==> src/rtl/ept_pkg.sv <==
// Package: shared constants, encodings and the command priority picker
// for the endpoint test command engine. Assumes a 9-entry register map.
package ept_pkg;

    localparam int RA_W   = 4;
    localparam int CMD_W  = 6;
    localparam int STAT_W = 9;

    // register word indices (host visible order)
    localparam logic [RA_W-1:0] RG_PATTERN = 4'd0;
    localparam logic [RA_W-1:0] RG_CMD     = 4'd1;
    localparam logic [RA_W-1:0] RG_STAT    = 4'd2;
    localparam logic [RA_W-1:0] RG_SRC     = 4'd3;
    localparam logic [RA_W-1:0] RG_DST     = 4'd4;
    localparam logic [RA_W-1:0] RG_LEN     = 4'd5;
    localparam logic [RA_W-1:0] RG_SUM     = 4'd6;
    localparam logic [RA_W-1:0] RG_IKIND   = 4'd7;
    localparam logic [RA_W-1:0] RG_IVEC    = 4'd8;

    // status bit positions
    localparam int SB_RD_OK   = 0;
    localparam int SB_RD_BAD  = 1;
    localparam int SB_WR_OK   = 2;
    localparam int SB_WR_BAD  = 3;
    localparam int SB_CP_OK   = 4;
    localparam int SB_CP_BAD  = 5;
    localparam int SB_IRQ     = 6;
    localparam int SB_SRC_INV = 7;
    localparam int SB_DST_INV = 8;

    // interrupt kind codes
    localparam int KIND_LEG  = 0;
    localparam int KIND_MSI  = 1;
    localparam int KIND_MSIX = 2;

    typedef enum logic [2:0] {
        OP_NONE, OP_LEG, OP_MSI, OP_MSIX, OP_READ, OP_WRITE, OP_COPY
    } op_e;

    typedef enum logic [1:0] {
        ST_IDLE, ST_RD, ST_WR, ST_FIN
    } seq_st_e;

    // lowest set command bit wins
    function automatic op_e pick_op(input logic [CMD_W-1:0] c);
        op_e r;
        if (c[0])      r = OP_LEG;
        else if (c[1]) r = OP_MSI;
        else if (c[2]) r = OP_MSIX;
        else if (c[3]) r = OP_READ;
        else if (c[4]) r = OP_WRITE;
        else if (c[5]) r = OP_COPY;
        else           r = OP_NONE;
        return r;
    endfunction

endpackage

==> src/rtl/ept_addr_chk.sv <==
// Address validity check: flags an address that is zero or not aligned
// to a 32-bit word. Purely combinational; assumes byte addressing.
module ept_addr_chk #(
    parameter int AW = 32
) (
    input  logic [AW-1:0] addr,
    output logic          bad
);
    // zero or misaligned pointer is rejected
    always_comb bad = (addr == '0) || (addr[1:0] != 2'b00);
endmodule

==> src/rtl/ept_regs.sv <==
// Register file and host decode. Holds the nine host registers, drops
// command writes while the engine is busy or a command is pending, clears
// the command on take, merges completion flags into status and lets the
// engine overwrite the checksum. Read data is registered one cycle.
module ept_regs
    import ept_pkg::*;
#(
    parameter int DW     = 32,
    parameter int AW     = 32,
    parameter int TYPE_W = 2,
    parameter int NUM_W  = 11
) (
    input  logic              clk,
    input  logic              rst_n,
    input  logic              host_en,
    input  logic              host_we,
    input  logic [RA_W-1:0]   host_addr,
    input  logic [DW-1:0]     host_wdata,
    output logic [DW-1:0]     host_rdata,
    input  logic              eng_busy,
    input  logic              take,
    input  logic              fin,
    input  logic [STAT_W-1:0] fin_flags,
    input  logic              sum_we,
    input  logic [DW-1:0]     sum_val,
    output logic [CMD_W-1:0]  cmd_q,
    output logic [STAT_W-1:0] stat_q,
    output logic [DW-1:0]     pat_q,
    output logic [AW-1:0]     src_q,
    output logic [AW-1:0]     dst_q,
    output logic [DW-1:0]     len_q,
    output logic [DW-1:0]     sum_q,
    output logic [TYPE_W-1:0] ikind_q,
    output logic [NUM_W-1:0]  ivec_q
);
    logic wr_hit;
    logic cmd_block;

    // host write strobe and command lock
    always_comb begin
        wr_hit    = host_en && host_we;
        cmd_block = eng_busy || (cmd_q != '0);
    end

    // register storage updates
    always_ff @(posedge clk) begin
        if (!rst_n) begin
            cmd_q   <= '0;
            stat_q  <= '0;
            pat_q   <= '0;
            src_q   <= '0;
            dst_q   <= '0;
            len_q   <= '0;
            sum_q   <= '0;
            ikind_q <= '0;
            ivec_q  <= '0;
        end else begin
            if (wr_hit) begin
                case (host_addr)
                    RG_PATTERN: pat_q   <= host_wdata;
                    RG_CMD: begin
                        if (!cmd_block) begin
                            cmd_q  <= host_wdata[CMD_W-1:0];
                            stat_q <= '0;
                        end
                    end
                    RG_SRC:     src_q   <= host_wdata[AW-1:0];
                    RG_DST:     dst_q   <= host_wdata[AW-1:0];
                    RG_LEN:     len_q   <= host_wdata;
                    RG_SUM:     sum_q   <= host_wdata;
                    RG_IKIND:   ikind_q <= host_wdata[TYPE_W-1:0];
                    RG_IVEC:    ivec_q  <= host_wdata[NUM_W-1:0];
                    default: ;
                endcase
            end
            if (take)   cmd_q  <= '0;
            if (fin)    stat_q <= stat_q | fin_flags;
            if (sum_we) sum_q  <= sum_val;
        end
    end

    // registered read mux
    always_ff @(posedge clk) begin
        if (!rst_n) begin
            host_rdata <= '0;
        end else if (host_en && !host_we) begin
            case (host_addr)
                RG_PATTERN: host_rdata <= pat_q;
                RG_CMD:     host_rdata <= DW'(cmd_q);
                RG_STAT:    host_rdata <= DW'(stat_q);
                RG_SRC:     host_rdata <= DW'(src_q);
                RG_DST:     host_rdata <= DW'(dst_q);
                RG_LEN:     host_rdata <= len_q;
                RG_SUM:     host_rdata <= sum_q;
                RG_IKIND:   host_rdata <= DW'(ikind_q);
                RG_IVEC:    host_rdata <= DW'(ivec_q);
                default:    host_rdata <= '0;
            endcase
        end
    end
endmodule

==> src/rtl/ept_seq.sv <==
// Command sequencer. Takes a pending command when idle, validates the
// addresses it needs, walks the word loop over the memory port, keeps the
// running sum and finishes with status flags and an interrupt pulse.
// Assumes mem_ack comes one cycle per request while mem_req is held.
module ept_seq
    import ept_pkg::*;
#(
    parameter int DW     = 32,
    parameter int AW     = 32,
    parameter int TYPE_W = 2,
    parameter int NUM_W  = 11
) (
    input  logic              clk,
    input  logic              rst_n,
    input  logic [CMD_W-1:0]  cmd_q,
    input  logic [DW-1:0]     pat_q,
    input  logic [AW-1:0]     src_q,
    input  logic [AW-1:0]     dst_q,
    input  logic [DW-1:0]     len_q,
    input  logic [DW-1:0]     sum_ref,
    input  logic [TYPE_W-1:0] ikind_q,
    input  logic [NUM_W-1:0]  ivec_q,
    output logic              take,
    output logic              busy,
    output logic              fin,
    output logic [STAT_W-1:0] fin_flags,
    output logic              sum_we,
    output logic [DW-1:0]     sum_val,
    output logic              mem_req,
    output logic              mem_we,
    output logic [AW-1:0]     mem_addr,
    output logic [DW-1:0]     mem_wdata,
    input  logic              mem_ack,
    input  logic [DW-1:0]     mem_rdata,
    output logic              irq_valid,
    output logic [TYPE_W-1:0] irq_kind,
    output logic [NUM_W-1:0]  irq_num
);
    localparam int CNT_W = DW - 1;
    localparam int NCHK  = 2;

    seq_st_e           state_q;
    op_e               op_q, op_sel;
    logic [AW-1:0]     src_l, dst_l;
    logic [DW-1:0]     pat_l, ref_l, sum_q, hold_q;
    logic [CNT_W-1:0]  nw_q, idx_q, idx_nxt, nw_in;
    logic              zero_q, bad_src_q, bad_dst_q;
    logic [TYPE_W-1:0] kind_q;
    logic [NUM_W-1:0]  num_q;
    logic [AW-1:0]     chk_addr [NCHK];
    logic [NCHK-1:0]   chk_bad;
    logic              need_src, need_dst, abort, last;
    logic [TYPE_W-1:0] kind_sel;

    // one validity checker per pointer (0 source, 1 destination)
    always_comb begin
        chk_addr[0] = src_q;
        chk_addr[1] = dst_q;
    end

    for (genvar g = 0; g < NCHK; g++) begin : g_chk
        ept_addr_chk #(.AW(AW)) u_chk (.addr(chk_addr[g]), .bad(chk_bad[g]));
    end

    // command decode at take time
    always_comb begin
        op_sel   = pick_op(cmd_q);
        take     = (state_q == ST_IDLE) && (cmd_q != '0);
        busy     = (state_q != ST_IDLE);
        need_src = (op_sel == OP_READ)  || (op_sel == OP_COPY);
        need_dst = (op_sel == OP_WRITE) || (op_sel == OP_COPY);
        abort    = (need_src && chk_bad[0]) || (need_dst && chk_bad[1]);
        nw_in    = CNT_W'(len_q[DW-1:2]) + CNT_W'(|len_q[1:0]);
        case (op_sel)
            OP_LEG:  kind_sel = TYPE_W'(KIND_LEG);
            OP_MSI:  kind_sel = TYPE_W'(KIND_MSI);
            OP_MSIX: kind_sel = TYPE_W'(KIND_MSIX);
            default: kind_sel = ikind_q;
        endcase
    end

    // loop index and memory port drive
    always_comb begin
        idx_nxt   = idx_q + CNT_W'(1);
        last      = (idx_nxt == nw_q);
        mem_req   = (state_q == ST_RD) || (state_q == ST_WR);
        mem_we    = (state_q == ST_WR);
        mem_addr  = ((state_q == ST_RD) ? src_l : dst_l) + (AW'(idx_q) << 2);
        mem_wdata = (op_q == OP_COPY) ? hold_q : pat_l + DW'(idx_q);
    end

    // sequencer state, operands and running sum
    always_ff @(posedge clk) begin
        if (!rst_n) begin
            state_q   <= ST_IDLE;
            op_q      <= OP_NONE;
            src_l     <= '0;
            dst_l     <= '0;
            pat_l     <= '0;
            ref_l     <= '0;
            sum_q     <= '0;
            hold_q    <= '0;
            nw_q      <= '0;
            idx_q     <= '0;
            zero_q    <= 1'b0;
            bad_src_q <= 1'b0;
            bad_dst_q <= 1'b0;
            kind_q    <= '0;
            num_q     <= '0;
        end else begin
            case (state_q)
                ST_IDLE: begin
                    if (take) begin
                        op_q      <= op_sel;
                        src_l     <= src_q;
                        dst_l     <= dst_q;
                        pat_l     <= pat_q;
                        ref_l     <= sum_ref;
                        nw_q      <= nw_in;
                        idx_q     <= '0;
                        sum_q     <= '0;
                        zero_q    <= (nw_in == '0);
                        bad_src_q <= need_src && chk_bad[0];
                        bad_dst_q <= need_dst && chk_bad[1];
                        kind_q    <= kind_sel;
                        num_q     <= ivec_q;
                        if (!(need_src || need_dst) || abort || nw_in == '0)
                            state_q <= ST_FIN;
                        else if (op_sel == OP_WRITE)
                            state_q <= ST_WR;
                        else
                            state_q <= ST_RD;
                    end
                end
                ST_RD: begin
                    if (mem_ack) begin
                        hold_q <= mem_rdata;
                        sum_q  <= sum_q + mem_rdata;
                        if (op_q == OP_COPY) begin
                            state_q <= ST_WR;
                        end else begin
                            idx_q <= idx_nxt;
                            if (last) state_q <= ST_FIN;
                        end
                    end
                end
                ST_WR: begin
                    if (mem_ack) begin
                        if (op_q == OP_WRITE) sum_q <= sum_q + mem_wdata;
                        idx_q <= idx_nxt;
                        if (last)                  state_q <= ST_FIN;
                        else if (op_q == OP_COPY)  state_q <= ST_RD;
                    end
                end
                default: state_q <= ST_IDLE;
            endcase
        end
    end

    // completion flags and checksum store
    always_comb begin
        fin       = (state_q == ST_FIN);
        fin_flags = '0;
        fin_flags[SB_IRQ] = 1'b1;
        case (op_q)
            OP_READ: begin
                if (bad_src_q) begin
                    fin_flags[SB_SRC_INV] = 1'b1;
                    fin_flags[SB_RD_BAD]  = 1'b1;
                end else if (zero_q || sum_q == ref_l) begin
                    fin_flags[SB_RD_OK]   = 1'b1;
                end else begin
                    fin_flags[SB_RD_BAD]  = 1'b1;
                end
            end
            OP_WRITE: begin
                if (bad_dst_q) begin
                    fin_flags[SB_DST_INV] = 1'b1;
                    fin_flags[SB_WR_BAD]  = 1'b1;
                end else begin
                    fin_flags[SB_WR_OK]   = 1'b1;
                end
            end
            OP_COPY: begin
                if (bad_src_q || bad_dst_q) begin
                    fin_flags[SB_CP_BAD]  = 1'b1;
                    fin_flags[SB_SRC_INV] = bad_src_q;
                    fin_flags[SB_DST_INV] = bad_dst_q;
                end else begin
                    fin_flags[SB_CP_OK]   = 1'b1;
                end
            end
            default: ;
        endcase
        sum_we  = fin && (op_q == OP_WRITE) && !bad_dst_q;
        sum_val = sum_q;
    end

    // registered interrupt pulse
    always_ff @(posedge clk) begin
        if (!rst_n) begin
            irq_valid <= 1'b0;
            irq_kind  <= '0;
            irq_num   <= '0;
        end else begin
            irq_valid <= fin;
            if (fin) begin
                irq_kind <= kind_q;
                irq_num  <= num_q;
            end
        end
    end
endmodule

==> src/rtl/ept_cmd_engine.sv <==
// Top: endpoint test command engine. Joins the register file and the
// sequencer; host slave port, memory master port and interrupt request.
// Assumes a single clock and synchronous active-low reset.
module ept_cmd_engine
    import ept_pkg::*;
#(
    parameter int DW     = 32,
    parameter int AW     = 32,
    parameter int TYPE_W = 2,
    parameter int NUM_W  = 11
) (
    input  logic              clk,
    input  logic              rst_n,
    input  logic              host_en,
    input  logic              host_we,
    input  logic [RA_W-1:0]   host_addr,
    input  logic [DW-1:0]     host_wdata,
    output logic [DW-1:0]     host_rdata,
    output logic              mem_req,
    output logic              mem_we,
    output logic [AW-1:0]     mem_addr,
    output logic [DW-1:0]     mem_wdata,
    input  logic              mem_ack,
    input  logic [DW-1:0]     mem_rdata,
    output logic              irq_valid,
    output logic [TYPE_W-1:0] irq_kind,
    output logic [NUM_W-1:0]  irq_num
);
    logic [CMD_W-1:0]  cmd_q;
    logic [STAT_W-1:0] stat_q;
    logic [DW-1:0]     pat_q, len_q, sum_q, sum_val;
    logic [AW-1:0]     src_q, dst_q;
    logic [TYPE_W-1:0] ikind_q;
    logic [NUM_W-1:0]  ivec_q;
    logic              seq_busy, seq_take, seq_fin, sum_we;
    logic [STAT_W-1:0] fin_flags;

    ept_regs #(.DW(DW), .AW(AW), .TYPE_W(TYPE_W), .NUM_W(NUM_W)) u_regs (
        .clk(clk), .rst_n(rst_n),
        .host_en(host_en), .host_we(host_we), .host_addr(host_addr),
        .host_wdata(host_wdata), .host_rdata(host_rdata),
        .eng_busy(seq_busy), .take(seq_take), .fin(seq_fin),
        .fin_flags(fin_flags), .sum_we(sum_we), .sum_val(sum_val),
        .cmd_q(cmd_q), .stat_q(stat_q), .pat_q(pat_q), .src_q(src_q),
        .dst_q(dst_q), .len_q(len_q), .sum_q(sum_q),
        .ikind_q(ikind_q), .ivec_q(ivec_q)
    );

    ept_seq #(.DW(DW), .AW(AW), .TYPE_W(TYPE_W), .NUM_W(NUM_W)) u_seq (
        .clk(clk), .rst_n(rst_n),
        .cmd_q(cmd_q), .pat_q(pat_q), .src_q(src_q), .dst_q(dst_q),
        .len_q(len_q), .sum_ref(sum_q), .ikind_q(ikind_q), .ivec_q(ivec_q),
        .take(seq_take), .busy(seq_busy), .fin(seq_fin),
        .fin_flags(fin_flags), .sum_we(sum_we), .sum_val(sum_val),
        .mem_req(mem_req), .mem_we(mem_we), .mem_addr(mem_addr),
        .mem_wdata(mem_wdata), .mem_ack(mem_ack), .mem_rdata(mem_rdata),
        .irq_valid(irq_valid), .irq_kind(irq_kind), .irq_num(irq_num)
    );
endmodule

==> config.mk <==
export PLATFORM = sky130hd
export DESIGN_NAME = ept_cmd_engine
export DESIGN_NICKNAME = d
export VERILOG_FILES = /design/src/rtl/ept_pkg.sv /design/src/rtl/ept_addr_chk.sv /design/src/rtl/ept_regs.sv /design/src/rtl/ept_seq.sv /design/src/rtl/ept_cmd_engine.sv
export SDC_FILE = /design/constraint.sdc
export NUM_CORES = 1
export LEC_CHECK = 0
export ABC_AREA = 1
export BUFFER_PORTS_ARGS = -buffer_cell sky130_fd_sc_hd__clkbuf_2
export CELL_PAD_IN_SITES_DETAIL_PLACEMENT = 2
export CELL_PAD_IN_SITES_GLOBAL_PLACEMENT = 2
export CORE_MARGIN = 2
export CORE_UTILIZATION = 35
export DETAILED_ROUTE_END_ITERATION = 12
export PLACE_DENSITY_LB_ADDON = 0.1
export SLEW_MARGIN = 0
export SYNTH_ARGS = -nofsm -noshare
export SYNTH_HDL_FRONTEND = slang
export SYNTH_SLANG_ARGS = --single-unit
==> constraint.sdc <==
create_clock -name clk -period 9.8 [get_ports clk]
set_input_delay 0.98 -clock clk [delete_from_list [all_inputs] [get_ports clk]]
set_output_delay 0.98 -clock clk [all_outputs]
set_load 0.005 [all_outputs]
Word level (Yosys, flattened, before mapping)
Index checks and enable logic that the tools add are counted.

storage, ports and cells
  register bits = 509
  logic and storage cells = 171
  bits of input ports = 73

cells by class
  equality and inequality tests = 30
  mux-type cells = 52
  bitwise gates (word level) = 3
  reduce and logical (&&, ||, !) cells = 52
  $add $sub $neg = 6

operator list
  cell                                                                   count
  32-bit two-way mux                                                     9
  32-bit one-hot mux with 9 select lines                                 1
  31-bit two-way mux                                                     4
  32-bit adder                                                           3
  32-bit one-hot mux with 3 select lines                                 1
  31-bit one-hot mux with 3 select lines                                 1
  32-bit logical NOT                                                     2
  9-bit two-way mux                                                      4
  32-bit by 31-bit adder with 32-bit output                              1
  32-bit equality test                                                   1
  30-bit by 1-bit adder with 31-bit output                               1
  31-bit by 1-bit adder with 31-bit output, second input constant        1
  31-bit equality test                                                   1
  31-bit logical NOT                                                     1
  2-bit two-way mux                                                      13
  3-bit equality test, second input constant                             6
  3-bit two-way mux                                                      6
  2-bit AND reduction                                                    9
  4-bit by 3-bit equality test with 1-bit output, second input constant  4
  5-bit AND reduction                                                    3
  2-bit nonzero test                                                     7
  1-bit logical OR                                                       12
  2-bit one-hot mux with 3 select lines                                  2
  1-bit two-way mux                                                      9
  other kinds (22)                                                       41

Depth between registers and ports, before layout
  depth in word-level cells = 15
  depth in mapped cells = 26
  gate-level depth less buffers = 26

By module
Synthesis repeated with hierarchy kept, for this count alone.

unflattened totals
  cells, all modules = 4,585
  area, all modules = 29,193.0 sq um

modules (own cells, without submodules)
  module        area each (sq um)  times used  cells each
  ept_seq       19,522.5           1           3,163
  ept_regs      9,435.3            1           1,360
  ept_addr_chk  117.6              2           31

Worst setup path after synthesis
OpenSTA, ideal clock, no wires.

  kind = reg2out
  from = register u_seq.state_q[1]
  to = output mem_addr[26]
  setup slack = 5,761 ps
  path buffers = 2
  arrival = 3,059 ps
  required time = 8,820 ps
  stages on the path, launching flop included = 21
  path through = dfxtp_1 inv_1 ha_1 clkbuf_1 clkbuf_1 nand2_1 o21ai_0 ha_1 fa_1 nand3_1 nand2_1 nand3_1 nand2_1 nand3_1 nand2_1 a21o_1 a21boi_0 nor2_1 nand2_1 o211ai_1 xor2_1

on the way
  longest elaborated chain between the ends = 3

ends and longest elaborated chain
  what                                            RTL line              RTL
  start, declared                                 ept_seq.sv:42         seq_st_e state_q;
  start signal, assigned                          ept_seq.sv:95         state_q <= ST_IDLE;
  start signal, assigned                          ept_seq.sv:128        state_q <= ST_FIN;
  start signal, assigned                          ept_seq.sv:130        state_q <= ST_WR;
  2-bit by 1-bit equality test with 1-bit output  ept_seq.sv:88         mem_addr = ((state_q == ST_RD) ? src_l : dst_l) + (AW'(idx_q) << 2);
  32-bit two-way mux                              ept_seq.sv:88
  32-bit adder                                    ept_seq.sv:88
  end, declared                                   ept_cmd_engine.sv:21  output logic [AW-1:0] mem_addr,

No other way between the ends.

Final worst setup path
  from = register u_seq.state_q[1]
  to = output mem_addr[21]

The elaborated chain is that of the path after synthesis.

==> results by group <==
Status
  • Outcome: completed

Synth
  • Ys async rst share: 0%
  • Post-synth top flop: dfxtp_1
  • Largest cells by area after synthesis: dfxtp_1 (37%), nand2_1 (11%), o21ai_0 (7.9%)
  • Synth warn: 0
  • Yosys cell types: 56
  • Top-count cell post-synth: nand2_1
  • Synthesized flop and latch total: between 500 and 600
  • Cells after synthesis: approximately 4.1k
  • Largest area contributor in the netlist: dfxtp_1
  • Post-synth top area share: a little over a third
  • Syn Nets: 4284
  • Sequential share of the synthesized area: about 37%
  • Post-Syn Area: 27900 um2
  • EDFF count, synth: 0
  • Mean post-synth cell area: 6.79 um2
  • Synth top cells by count: nand2_1 (788), inv_1 (514), dfxtp_1 (509)

Clock network
  • Post_cts resized: 0
  • Clock sink count: 509
  • Clock root buffer: clkbuf_16
  • Post-CTS Setup Bufs: 0
  • Clock buffer depth: 3
  • Worst-skew pair later-pin latency: a little under 0.7 ns
  • # H-tree levels: 2
  • Post-CTS Hold Buffers: 0
  • Inserted Clock Buffers: 61
  • TritonCTS clock tree: done
  • Clock transition at path regs: about 0.060 ns

Placement
  • Hpwl dp: 99.2 mm
  • Port-buffer cells: 184
  • Pre-CTS setup slack: between 4 and 5 ns
  • GPL Wtd Cong: 0.935

Route
  • Vias: slightly below 30k
  • Drt drc: 0
  • Detailed Routing Iterations Pass 1: 6
  • Detailed-route wire length per cell: around 25 um
  • Post-route antenna net violation count: 0
  • Via-to-Cell Ratio: 5.59
  • Highest routed layer: met5
  • DR iter-0 viols: between 1.5k and 2k
  • Metal2 WL: 64.1 mm
  • Final wirelength: 131 mm
  • Met3 routed WL: 4.13 mm
  • WL met1: 57.5 mm

Timing
  • Slew @ Worst Pin: 1.23 ns
  • Tmin final: 5.75 ns
  • Fmax: 0.174 GHz
  • Tcrit/Tclk final: 58.7%
  • Clock skew: approximately 0.041 ns
  • Min setup slack post-route: 4.05 ns
  • Setup TNS: 0 ns
  • RSZ-0062 raised after global routing: false
  • Hold Violations, Final: 0
  • Slew Viols, Final: 0
  • Slew margin rel.: 18.0%
  • Setup-failing EPs final: 0

Power
  • LEAKAGE: 13.1 nW
  • Worst VDD drop: 0.145 mV
  • Total Power: 0.00531 W
  • PwrDens: about 170 nW/um2

Worst setup path
  • R2R Path End: u_seq.sum_val[30]
  • WP data required: slightly below 9 ns
  • R2r setup slk: 4.46 ns
  • Worst EP arrival: roughly 4.8 ns
  • FF-to-FF Start: u_seq.idx_q[0]
  • CP Class: reg -> out
  • CP Max Fanout: 67
  • CP endpoint kind: output port
  • R2R depth: 26
  • Worst setup SP type: flip-flop

Floorplan
  • IO Count: 185
  • Row cnt: 103
  • Die ar.: approximately 80000 um2
  • Starting Density: 35.3%
  • Die width: around 290 um
  • Die Y: 286 um
  • Core area: 78900 um2

Run
  • Max-capacitance violation count: 0

Global routing
  • First-pass GRT wire length: 195 mm
  • Largest net degree at the start of global routing: 165
  • Initial antenna violation count: 5
  • Aggregate global-route resource usage: a little under a third
  • Vias in the first global route: 30.8k
  • GRT overflow: 0

Worst hold path
  • Hold path depth: 2
  • Hold wc startpoint: u_seq.hold_q[29]
  • Min-delay worst type: reg -> reg
  • Hold EP: u_seq.hold_q[29]

Layout
  • Layout cell share with drive strength beyond 1: between 9 and 10%
  • Filler instances: 9601
  • Area growth syn-to-layout: 13.9%
  • Nets: 4370
[cell families after synthesis]
logic type	Yosys count	share of synthesized area [%]
AO/OA/AOI/OAI	1096	21.6
XOR/XNOR	82	2.58
adder cells (fa/ha/maj)	106	4.84
buffers and inverters	711	9.58
flip-flops	509	36.6
AND/OR/NAND/NOR	1601	24.8
[cell type report]
type / instances / area, um2 / area share (%)
multi-input combinational: 2885 / 15100 / 47.5
sequential: 509 / 10200 / 32.1
inverter: 520 / 1950 / 6.16
tap: 1050 / 1310 / 4.14
timing repair buffer: 214 / 1170 / 3.68
clock buffer: 91 / 1750 / 5.51
clock inverter: 17 / 284 / 0.895
antenna: 1 / 2.50 / 0.00788
[power by group]
group	switching [W]	internal (W)	total, W
clock network	0.000989	0.00136	0.00235
logic	0.000569	0.000202	0.000771
registers	0.0000558	0.00213	0.00218
[worst max-delay path by stage]
| stage | end | depth (start not counted) | from | slack (ns) |
|---|---|---|---|---|
| final | mem_addr[21] | 15 | u_seq.state_q[1] | 4.05 |
| after global routing | mem_addr[21] | 15 | u_seq.state_q[1] | 3.73 |
| after CTS | mem_addr[21] | 15 | u_seq.state_q[1] | 4.08 |
| after detailed placement | u_seq.sum_val[28] | 25 | u_seq.idx_q[0] | 4.60 |
| after global placement | u_seq.sum_val[30] | 26 | u_seq.idx_q[0] | 4.69 |
| after floorplan | mem_addr[26] | 20 | u_seq.state_q[1] | 5.76 |
[worst max-delay path, stage by stage, from the launching register on]
cell and delay (ns):
dfxtp_1 0.36, inv_1 0.10, ha_2 0.16, buf_4 0.56, o21ai_0 0.38, ha_1 0.44
a21oi_1 0.17, a21boi_1 0.41, o21ai_0 0.22, a21oi_1 0.27, o21ai_1 0.13, a21oi_1 0.23
nor3_1 0.13, nor2_1 0.13, xor2_1 0.18, clkbuf_2 0.14
[stage by stage]
stage / utilization (%) / instances / area [um2] / hold WS (ns)
after detailed placement: 37.7 / 5178 / 29700 / 0.453
after CTS: 40.2 / 5286 / 31700 / 0.462
after global placement: 37.7 / 5178 / 29700 / 0.445
after global routing: 40.2 / 5286 / 31700 / 0.483
after floorplan: - / 4105 / 27900 / 0.427
final: 40.3 / 5287 / 31700 / 0.459
[metal layers]
metal,up-vias,track usage (%)
met1,15000,40.2
met2,535,55.0
met5,-,0
li1,13900,-
met4,6,10.7
met3,192,2.77
[state kept, by name (all words and copies together), names as in the netlist, 9 cells and up]
name               count
u_regs.dst_q          32
u_regs.host_rdata     32
u_regs.len_q          32
u_regs.pat_q          32
u_regs.src_q          32
u_regs.sum_q          32
u_seq.dst_l           32
u_seq.hold_q          32
u_seq.pat_l           32
u_seq.ref_l           32
u_seq.src_l           32
u_seq.sum_val         32
u_seq.idx_q           31
u_seq.nw_q            31
u_regs.ivec_q         11
u_seq.irq_num         11
u_seq.num_q           11
u_regs.stat_q          9
[cell usage in the layout, fill, tap and decap left out, types with 4 or more instances in the layout]
cell type / n
ha_1: 102
inv_1: 512
o311ai_0: 4
o21ai_0: 438
nand2_2: 12
o22ai_1: 118
xnor2_1: 27
clkbuf_8: 11
nand2_1: 782
o211ai_1: 35
clkinv_2: 6
nor2_2: 8
clkbuf_2: 183
a31oi_1: 15
a21o_1: 9
buf_4: 29
xor2_1: 55
nor2_1: 307
nor2_4: 6
o21ai_1: 6
clkbuf_16: 61
o21bai_1: 17
bufinv_16: 5
a21boi_0: 10
o31ai_1: 20
a21oi_1: 386
o221ai_1: 17
a221oi_1: 4
inv_2: 4
nor3_1: 21
dfxtp_1: 509
nand3_1: 358
nand2_4: 6
and2_1: 4
nor4_1: 22
clkbuf_1: 19
or2_2: 24
nand4_1: 33
Power figures use the tool's default switching activity.
